**src/rtl/vi_pkg.sv**
```systemverilog
package vi_pkg;
  typedef enum logic [1:0] {
    ST_IDLE = 2'd0,
    ST_BUS  = 2'd1,
    ST_RESP = 2'd2
  } vi_state_e;
endpackage

```
**src/rtl/vi_tag_array.sv**
```systemverilog
module vi_tag_array #(
  parameter int IDX_W = 3,
  parameter int TAG_W = 5
) (
  input  logic             clk_i,
  input  logic             rst_ni,
  input  logic [IDX_W-1:0] lk_idx_i,
  input  logic [TAG_W-1:0] lk_tag_i,
  output logic             lk_hit_o,
  input  logic             fill_en_i,
  input  logic [IDX_W-1:0] fill_idx_i,
  input  logic [TAG_W-1:0] fill_tag_i,
  input  logic             snp_en_i,
  input  logic [IDX_W-1:0] snp_idx_i,
  input  logic [TAG_W-1:0] snp_tag_i
);
  localparam int LINES = 1 << IDX_W;

  logic [LINES-1:0]            valid_q;
  logic [LINES-1:0][TAG_W-1:0] tag_q;
  logic [LINES-1:0]            kill;

  // snoop write beats a fill or a lookup landing on the same line
  for (genvar i = 0; i < LINES; i++) begin : g_kill
    assign kill[i] = snp_en_i && (snp_idx_i == IDX_W'(i)) &&
                     ((valid_q[i] && (tag_q[i] == snp_tag_i)) ||
                      (fill_en_i && (fill_idx_i == IDX_W'(i)) && (fill_tag_i == snp_tag_i)));
  end

  always_ff @(posedge clk_i or negedge rst_ni) begin
    if (!rst_ni) begin
      valid_q <= '0;
      tag_q   <= '0;
    end else begin
      for (int i = 0; i < LINES; i++) begin
        if (fill_en_i && (fill_idx_i == IDX_W'(i))) begin
          tag_q[i]   <= fill_tag_i;
          valid_q[i] <= !kill[i];
        end else if (kill[i]) begin
          valid_q[i] <= 1'b0;
        end
      end
    end
  end

  assign lk_hit_o = valid_q[lk_idx_i] && (tag_q[lk_idx_i] == lk_tag_i) && !kill[lk_idx_i];
endmodule

```
**src/rtl/vi_data_array.sv**
```systemverilog
module vi_data_array #(
  parameter int IDX_W  = 3,
  parameter int DATA_W = 32
) (
  input  logic              clk_i,
  input  logic              rst_ni,
  input  logic              wr_en_i,
  input  logic [IDX_W-1:0]  wr_idx_i,
  input  logic [DATA_W-1:0] wr_data_i,
  input  logic [IDX_W-1:0]  rd_idx_i,
  output logic [DATA_W-1:0] rd_data_o
);
  localparam int LINES = 1 << IDX_W;

  logic [LINES-1:0][DATA_W-1:0] mem_q;

  always_ff @(posedge clk_i or negedge rst_ni) begin
    if (!rst_ni) begin
      mem_q <= '0;
    end else if (wr_en_i) begin
      mem_q[wr_idx_i] <= wr_data_i;
    end
  end

  assign rd_data_o = mem_q[rd_idx_i];
endmodule

```
**src/rtl/vi_ctrl.sv**
```systemverilog
module vi_ctrl import vi_pkg::*; #(
  parameter int ADDR_W = 8,
  parameter int DATA_W = 32
) (
  input  logic              clk_i,
  input  logic              rst_ni,
  input  logic              req_valid_i,
  input  logic              req_we_i,
  input  logic [ADDR_W-1:0] req_addr_i,
  input  logic [DATA_W-1:0] req_wdata_i,
  output logic              req_ready_o,
  output logic              rsp_valid_o,
  output logic [DATA_W-1:0] rsp_rdata_o,
  output logic [ADDR_W-1:0] lk_addr_o,
  input  logic              lk_hit_i,
  input  logic [DATA_W-1:0] line_data_i,
  output logic              fill_en_o,
  output logic              dwr_en_o,
  output logic [DATA_W-1:0] dwr_data_o,
  output logic              bus_req_o,
  input  logic              bus_gnt_i,
  output logic              bus_we_o,
  output logic [ADDR_W-1:0] bus_addr_o,
  output logic [DATA_W-1:0] bus_wdata_o,
  input  logic [DATA_W-1:0] bus_rdata_i
);
  vi_state_e         state_q, state_d;
  logic              we_q;
  logic [ADDR_W-1:0] addr_q;
  logic [DATA_W-1:0] wdata_q, rdata_q;
  logic              accept, load_hit, granted;

  assign accept   = (state_q == ST_IDLE) && req_valid_i;
  assign load_hit = accept && !req_we_i && lk_hit_i;
  assign granted  = (state_q == ST_BUS) && bus_gnt_i;

  always_comb begin
    state_d = state_q;
    unique case (state_q)
      ST_IDLE: if (accept) state_d = load_hit ? ST_RESP : ST_BUS;
      ST_BUS:  if (bus_gnt_i) state_d = ST_RESP;
      ST_RESP: state_d = ST_IDLE;
      default: state_d = ST_IDLE;
    endcase
  end

  always_ff @(posedge clk_i or negedge rst_ni) begin
    if (!rst_ni) begin
      state_q <= ST_IDLE;
      we_q    <= 1'b0;
      addr_q  <= '0;
      wdata_q <= '0;
      rdata_q <= '0;
    end else begin
      state_q <= state_d;
      if (accept) begin
        we_q    <= req_we_i;
        addr_q  <= req_addr_i;
        wdata_q <= req_wdata_i;
      end
      if (load_hit)             rdata_q <= line_data_i;
      else if (granted && !we_q) rdata_q <= bus_rdata_i;
    end
  end

  assign lk_addr_o   = (state_q == ST_IDLE) ? req_addr_i : addr_q;
  assign req_ready_o = (state_q == ST_IDLE);
  assign rsp_valid_o = (state_q == ST_RESP);
  assign rsp_rdata_o = rdata_q;

  // read fill installs; store updates only a line still valid at grant
  assign fill_en_o  = granted && !we_q;
  assign dwr_en_o   = granted && (!we_q || lk_hit_i);
  assign dwr_data_o = we_q ? wdata_q : bus_rdata_i;

  assign bus_req_o   = (state_q == ST_BUS);
  assign bus_we_o    = we_q;
  assign bus_addr_o  = addr_q;
  assign bus_wdata_o = wdata_q;
endmodule

```
**src/rtl/vi_wt_cache.sv**
```systemverilog
module vi_wt_cache #(
  parameter int ADDR_W = 8,
  parameter int DATA_W = 32,
  parameter int IDX_W  = 3
) (
  input  logic              clk_i,
  input  logic              rst_ni,
  input  logic              cpu_req_valid_i,
  output logic              cpu_req_ready_o,
  input  logic              cpu_req_we_i,
  input  logic [ADDR_W-1:0] cpu_req_addr_i,
  input  logic [DATA_W-1:0] cpu_req_wdata_i,
  output logic              cpu_rsp_valid_o,
  output logic [DATA_W-1:0] cpu_rsp_rdata_o,
  output logic              bus_req_o,
  input  logic              bus_gnt_i,
  output logic              bus_we_o,
  output logic [ADDR_W-1:0] bus_addr_o,
  output logic [DATA_W-1:0] bus_wdata_o,
  input  logic [DATA_W-1:0] bus_rdata_i,
  input  logic              snoop_valid_i,
  input  logic              snoop_we_i,
  input  logic [ADDR_W-1:0] snoop_addr_i
);
  localparam int TAG_W = ADDR_W - IDX_W;

  logic [ADDR_W-1:0] lk_addr;
  logic              lk_hit, fill_en, dwr_en, snp_en;
  logic [DATA_W-1:0] line_data, dwr_data;

  assign snp_en = snoop_valid_i && snoop_we_i;

  vi_tag_array #(.IDX_W(IDX_W), .TAG_W(TAG_W)) u_tag (
    .clk_i      (clk_i),
    .rst_ni     (rst_ni),
    .lk_idx_i   (lk_addr[IDX_W-1:0]),
    .lk_tag_i   (lk_addr[ADDR_W-1:IDX_W]),
    .lk_hit_o   (lk_hit),
    .fill_en_i  (fill_en),
    .fill_idx_i (lk_addr[IDX_W-1:0]),
    .fill_tag_i (lk_addr[ADDR_W-1:IDX_W]),
    .snp_en_i   (snp_en),
    .snp_idx_i  (snoop_addr_i[IDX_W-1:0]),
    .snp_tag_i  (snoop_addr_i[ADDR_W-1:IDX_W])
  );

  vi_data_array #(.IDX_W(IDX_W), .DATA_W(DATA_W)) u_data (
    .clk_i     (clk_i),
    .rst_ni    (rst_ni),
    .wr_en_i   (dwr_en),
    .wr_idx_i  (lk_addr[IDX_W-1:0]),
    .wr_data_i (dwr_data),
    .rd_idx_i  (lk_addr[IDX_W-1:0]),
    .rd_data_o (line_data)
  );

  vi_ctrl #(.ADDR_W(ADDR_W), .DATA_W(DATA_W)) u_ctrl (
    .clk_i       (clk_i),
    .rst_ni      (rst_ni),
    .req_valid_i (cpu_req_valid_i),
    .req_we_i    (cpu_req_we_i),
    .req_addr_i  (cpu_req_addr_i),
    .req_wdata_i (cpu_req_wdata_i),
    .req_ready_o (cpu_req_ready_o),
    .rsp_valid_o (cpu_rsp_valid_o),
    .rsp_rdata_o (cpu_rsp_rdata_o),
    .lk_addr_o   (lk_addr),
    .lk_hit_i    (lk_hit),
    .line_data_i (line_data),
    .fill_en_o   (fill_en),
    .dwr_en_o    (dwr_en),
    .dwr_data_o  (dwr_data),
    .bus_req_o   (bus_req_o),
    .bus_gnt_i   (bus_gnt_i),
    .bus_we_o    (bus_we_o),
    .bus_addr_o  (bus_addr_o),
    .bus_wdata_o (bus_wdata_o),
    .bus_rdata_i (bus_rdata_i)
  );
endmodule

```
**config.mk**
```make
export PLATFORM = sky130hd
export DESIGN_NAME = vi_wt_cache
export DESIGN_NICKNAME = d
export VERILOG_FILES = /design/src/rtl/vi_pkg.sv /design/src/rtl/vi_tag_array.sv /design/src/rtl/vi_data_array.sv /design/src/rtl/vi_ctrl.sv /design/src/rtl/vi_wt_cache.sv
export SDC_FILE = /design/constraint.sdc
export NUM_CORES = 1
export LEC_CHECK = 0
export BUFFER_PORTS_ARGS = -buffer_cell sky130_fd_sc_hd__buf_2
export CORE_ASPECT_RATIO = 0.9
export CORE_UTILIZATION = 60
export DETAILED_ROUTE_END_ITERATION = 7
export PLACE_DENSITY = 0.8
export SETUP_SLACK_MARGIN = 0.05
export SYNTH_ARGS = -nofsm -noshare
export SYNTH_HDL_FRONTEND = slang
export SYNTH_SLANG_ARGS = --single-unit
```
**constraint.sdc**
```tcl
create_clock -name clk_i -period 4.1 [get_ports clk_i]
set_input_delay 0.205 -clock clk_i [delete_from_list [all_inputs] [get_ports clk_i]]
set_output_delay 0.205 -clock clk_i [all_outputs]
set_load 0.05 [all_outputs]
```
==> metrics.yaml, run 1 <==
fin_util: 0.734
synth_area_per_cell_um2: 12.0
rsz0062_at_grt: "no"
remaining_drc_errors: 0
tns_ns: 0
synth_cell_types: 61
r2r_slack_ns: 0.18
fin_ws_ns: 0.184
critPathBufInv: 1
die_x_um: 183
hp-start: "bus_gnt_i"
fmax_ghz: 0.255
ff2ff_path_depth: 10
cts.htree.levels: 2
tightest_slew_ns: 0.919
cap_violations: 0
grt_use_total: 0.330
cp_max_fo: 19
syn_to_final_growth_pct: 20.0
finalHoldViolations: 0
dpl.cell_count: 1986
fin_crit_ns: 3.92
ys_seq_elements: 379
initial_core_util: 0.612
final_cells: 2130
grt_use_met2: 0.546
io_buffers: 162
die_y_um: 165
coreArea_mm2: 0.0289
drive_above_1_share: 0.220
clockRootBuffer: "clkbuf_16"
holdWs_ns: 0.0673
first_pass_iters: 5
drt-wirelength-per-cell_um: 22.7
setup_viol: 0
antenna_found_initial: 1
cts_tree: "done"
synth_area_mm2: 0.0177
dpl_cell_area_mm2: 0.0192
grt_pass1_wl_um: 76800
synthCells: 1473
ios: 163
clock_path_buffers: 3
total_power_mw: 17.2
end_kind: "flop"
grt_pass1_vias: 14100
slowest_delay_ns: 0.46
grtUsageMet1: 0.432
gr-total-overflow: 0
dieArea_mm2: 0.0302
via_per_inst: 6.25
post-route-period-util: 0.955
clkLatencyLatePin_ns: 0.54
initialDrtViolationCount: 1058
cp.required_ns: 4.51
nets: 1792
cpMaxStageDelayCell: "or2_2"
synth-main-ff-cell: "dfrtp_1"
hold_end: "u_ctrl.state_q[1]$_DFFE_PN0P_"
hp-class: "primary input to flop"
relSlewSlack: 0.388
totalWireLength_um: 48300
reg2reg_from: "u_ctrl.state_q[1]$_DFFE_PN0P_"
cp.arrival_ns: 4.33
post-place-ws_ns: 0.173
vdd_ir_drop_max_mv: 0.682
p_leak_nw: 9.88
crit_family: "compound AO/OA/AOI/OAI gates"
dr_total_vias: 13300
min_path_cells: 3
detail-route-antenna-nets: 0
reg2reg_to: "u_data.mem_q[233]$_DFFE_PN0P_"
status: "complete, no violations"
cellPowerDensity_mw_per_mm2: 811
path_cells: "or2_2, a31oi_4, o22ai_1, or3_1, a2111o_1, a211o_1, nand3b_1, a2111oi_4, buf_4, mux2_1"
busiest_layer: "met2"
cts_made_buffers: 39
skew_ns: 0.0135
cts_sinks: 379
synth-edff-count: 0
gp_congestion: 0.897
final_area_mm2: 0.0212
start_kind: "flop"
synthesis.nets: 1560
synth-async-reset-ratio: 1.00
yosys_warnings: 0
finalMaxSlewViolations: 0
path_clk_slew_ns: 0.06
critPathKind: "flop to flop"
rows: 59
grt_max_degree: 123
hpwl_um: 28600
gr-usage-met3: 0.0606
antenna_cells: 0
ys_seq_area_frac: 0.536
-- registers in the layout (all words and copies together), names as in the netlist --
register            count
u_tag.tag_q            40
u_data.mem_q          256
u_ctrl.bus_wdata_o     32
u_tag.valid_q           8
u_ctrl.state_q          2
u_ctrl.bus_we_o         1
u_ctrl.bus_addr_o       8
u_ctrl.rsp_rdata_o     32
-- cell usage after synthesis, types with 25 or more instances --
library cell / instances / area [um^2]
o21ai_0: 27 / 135
nand2_1: 74 / 278
inv_1: 42 / 158
o221ai_1: 32 / 280
o22ai_1: 25 / 156
nor2_1: 70 / 263
mux2_1: 256 / 2880
clkbuf_1: 74 / 278
a22oi_1: 131 / 983
dfrtp_1: 379 / 9480
a21oi_1: 92 / 460
mux2_2: 71 / 800
-- kinds of logic after synthesis --
family | Yosys count | share of synthesized area
mux | 331 | 0.210
flops | 379 | 0.536
simple gates | 220 | 0.0578
compound gates | 349 | 0.139
buf+inv | 151 | 0.0358
xor+xnor | 43 | 0.0213
-- layer usage --
layer	wire length, um	share of wire	up-vias
li1	-	-	5868
met1	20200	0.42	6697
met2	23100	0.48	616
met3	3450	0.071	133
met4	1620	0.033	0
met5	0	0	-
-- timing repair --
action | 4_1_cts | 5_1_grt
gates resized for setup | 0 | 1
hold buffers | 74 | 0
setup buffers | 0 | 0
endpoints found under the hold margin | 187 | 0
endpoints found under the setup margin | 0 | 22
-- power by group --
| part | total (mW) | internal (mW) | switching [mW] |
|---|---|---|---|
| Sequential | 6.51 | 5.37 | 1.13 |
| Combinational | 7.23 | 2.52 | 4.71 |
| Clock | 3.49 | 2.03 | 1.46 |
| Total | 17.2 | 9.92 | 7.31 |
-- placed cells by master (no fill, tap or decap), types with 8 or more instances in the layout --
cell,n
nor4_1,13
xnor2_1,22
dfrtp_1,378
buf_4,55
clkbuf_8,9
a22oi_1,131
clkbuf_1,12
inv_1,42
a21oi_1,92
o22ai_1,25
nand2_1,74
nor2_1,70
xor2_1,21
buf_12,8
o21ai_0,26
mux2_2,71
dlygate4sd3_1,74
nor3_1,17
buf_2,161
mux2_1,256
clkbuf_16,40
o221ai_1,32
-- layout make-up --
cell class                      count  area, um^2
Timing Repair Buffer              299        2130
Tap cell                          396         495
Multi-Input combinational cell    943        7690
Clock inverter                      9        88.8
Sequential cell                   379        9490
Fill cell                        1864        7710
Clock buffer                       61        1170
Inverter                           43         161
-- worst min-delay path: stages --
cell	delay (ns)
buf_2	0.13
nand2_1	0.13
nand2_1	0.10
-- worst max path at each step --
stage / startpoint / endpoint / slack [ns] / cells after the start
floorplan: u_ctrl.bus_addr_o[0]$_DFFE_PN0P_ / u_data.mem_q[226]$_DFFE_PN0P_ / 0.28 / 10
global placement: u_ctrl.state_q[1]$_DFFE_PN0P_ / u_data.mem_q[238]$_DFFE_PN0P_ / 0.25 / 10
detailed placement: u_ctrl.state_q[1]$_DFFE_PN0P_ / u_data.mem_q[237]$_DFFE_PN0P_ / 0.17 / 10
CTS: u_ctrl.state_q[1]$_DFFE_PN0P_ / u_data.mem_q[229]$_DFFE_PN0P_ / 0.15 / 10
global route: u_ctrl.state_q[1]$_DFFE_PN0P_ / u_data.mem_q[224]$_DFFE_PN0P_ / 0.06 / 10
finish: u_ctrl.state_q[1]$_DFFE_PN0P_ / u_data.mem_q[233]$_DFFE_PN0P_ / 0.18 / 10
Note: power is estimated with default switching activity, not from simulation.
==> run 2: changes to the inputs <==
- clock period: 4.1 -> 3.65 ns (I/O delays scaled with it)
==> run 2 against run 1 <==
Effect of this change: the run now ends with setup timing left; critical path depth increased by 3; highest routed layer unchanged; core utilization increased by 2.9 points; power increased by 16%; design area increased by 4.0%; flip-flop and latch count unchanged; die area is the same; fmax is 4.8% higher; critical path type unchanged; clock skew increased by 0.0053 ns; register-to-register slack got worse by 0.27 ns; largest cell class unchanged.
==> metrics.yaml, run 2 (same netlist as run 1, synthesis figures left out) <==
status: "finished, violations left"
violations: "setup timing"
critPathKind: "flop to flop"
path_common_cell: "buf_4"
gr-total-overflow: 0
slowest_delay_ns: 0.44
remaining_drc_errors: 0
critPathBufInv: 5
grt_pass1_wl_um: 77900
first_pass_iters: 6
cts.htree.levels: 2
dr_total_vias: 14100
seq_area_mm2: 0.00949
relSlewSlack: 0.400
vdd_ir_drop_max_mv: 0.755
holdWs_ns: 0.0329
dieArea_mm2: 0.0302
ios: 163
cellPowerDensity_mw_per_mm2: 903
drt-wirelength-per-cell_um: 24.7
antenna_found_initial: 0
skew_ns: 0.0188
io_buffers: 162
initialDrtViolationCount: 1428
coreArea_mm2: 0.0289
fin_ws_ns: -0.0873
initial_core_util: 0.612
fin_crit_ns: 3.74
syn_to_final_growth_pct: 24.7
cp.arrival_ns: 4.16
die_y_um: 165
grt_use_total: 0.333
antenna_cells: 0
largest_reg_flops: 256
total_power_mw: 19.9
final_cell_mix: "dfrtp_1 (376), mux2_1 (244), buf_2 (161)"
clkLatencyLatePin_ns: 0.55
setup_viol: 48
multiInputGateArea_mm2: 0.00787
finalMaxSlewViolations: 0
tightest_slew_ns: 0.900
cts_made_buffers: 39
via_per_inst: 6.45
gp_congestion: 0.985
finalHoldViolations: 0
fillers: 1794
path_clk_slew_ns: 0.06
crit_family: "compound AO/OA/AOI/OAI gates"
hpwl_um: 29100
end_kind: "flop"
cts_sinks: 379
final_common_cell: "dfrtp_1"
cp.required_ns: 4.07
cts_tree: "done"
detail-route-antenna-nets: 0
cap_violations: 0
clockRootBuffer: "clkbuf_16"
start_kind: "flop"
hp-class: "primary input to flop"
regMostFlops: "u_data.mem_q"
grt_pass1_vias: 14100
cp_max_fo: 17
rows: 59
die_x_um: 183
totalWireLength_um: 53800
drive_above_1_share: 0.261
grt_max_degree: 109
reg_top3: "u_data.mem_q: 256 flops, u_tag.tag_q: 40 flops"
rsz0062_at_grt: "yes"
path_cells: "or2_4, a31oi_4, o22ai_1, or3_1, a2111o_1, a211o_4, buf_4, buf_4, o41ai_4, buf_4, buf_12, buf_12, mux2_1"
post-route-period-util: 1.02
cpMaxStageDelayCell: "a2111o_1"
nets: 1841
fmax_ghz: 0.268
clock_path_buffers: 3
p_leak_nw: 10.3
[run 2: worst paths after layout]
| path | start | end | slack (ns) | cells past startpoint |
|---|---|---|---|---|
| max reg2reg | u_ctrl.state_q[0]$_DFFE_PN0P_ | u_data.mem_q[85]$_DFFE_PN0P_ | -0.09 | 13 |
| min | bus_gnt_i | u_ctrl.state_q[0]$_DFFE_PN0P_ | 0.03 | 3 |
| min in group asynchronous | rst_ni | u_tag.tag_q[28]$_DFFE_PN0P_ | 0.29 | 2 |
| max in group asynchronous | rst_ni | u_data.mem_q[220]$_DFFE_PN0P_ | 2.31 | 3 |
| min reg2reg | u_data.mem_q[155]$_DFFE_PN0P_ | u_data.mem_q[155]$_DFFE_PN0P_ | 0.49 | 1 |
| max | u_ctrl.state_q[0]$_DFFE_PN0P_ | u_data.mem_q[85]$_DFFE_PN0P_ | -0.09 | 13 |
[run 2: stage by stage]
| step | instances | setup slack (ns) | cell area, um^2 | setup TNS [ns] | util |
|---|---|---|---|---|---|
| 3_3_place_gp | 2001 | 0.0140 | 19400 | 0 | 0.671 |
| 6_report | 2178 | -0.0873 | 22100 | -2.00 | 0.763 |
| 3_5_place_dp | 2001 | -0.0732 | 19400 | -3.11 | 0.671 |
| 4_1_cts | 2148 | 0.0181 | 21500 | 0 | 0.744 |
| 2_1_floorplan | 1473 | 0.0534 | 17700 | 0 | - |
| 5_1_grt | 2178 | -0.167 | 22100 | -10.26 | 0.763 |
[run 2: area by class of cell]
cell class,count,area share
repair buffers,347,0.128
clock buffers,51,0.0494
flip-flops and latches,379,0.430
multi-input cells,944,0.356
clock inverters,18,0.00612
well taps,396,0.0224
inverters,43,0.00731
[run 2: worst reg2reg max path, cell delays in order (launching register included)]
cell	delay, ns
dfrtp_1	0.41
or2_4	0.33
a31oi_4	0.21
o22ai_1	0.12
or3_1	0.37
a2111o_1	0.44
a211o_4	0.36
buf_4	0.14
buf_4	0.17
o41ai_4	0.22
buf_4	0.22
buf_12	0.11
buf_12	0.16
mux2_1	0.38
[run 2: layer usage]
| metal | global-route usage | vias to the layer above | share of wire |
|---|---|---|---|
| met5 | 0 | - | 0 |
| met3 | 0.0604 | 151 | 0.084 |
| met2 | 0.545 | 795 | 0.48 |
| met1 | 0.448 | 7123 | 0.40 |
| met4 | 0.119 | 0 | 0.034 |
| li1 | - | 5983 | - |
[run 2: timing repair]
| action | CTS | global route |
|---|---|---|
| buffers inserted | 2 | 16 |
| cloned | 2 | 14 |
| hold buffers | 74 | 0 |
| endpoints found under the hold margin | 175 | 0 |
| setup endpoints to repair | 248 | 256 |
| gates resized for setup | 16 | 54 |
| pin swaps | 4 | 13 |
[run 2: power by group]
| part | internal (mW) | total, mW | switching (mW) |
|---|---|---|---|
| Combinational | 3.18 | 8.77 | 5.58 |
| Clock | 2.13 | 3.84 | 1.71 |
| Sequential | 6.04 | 7.33 | 1.29 |
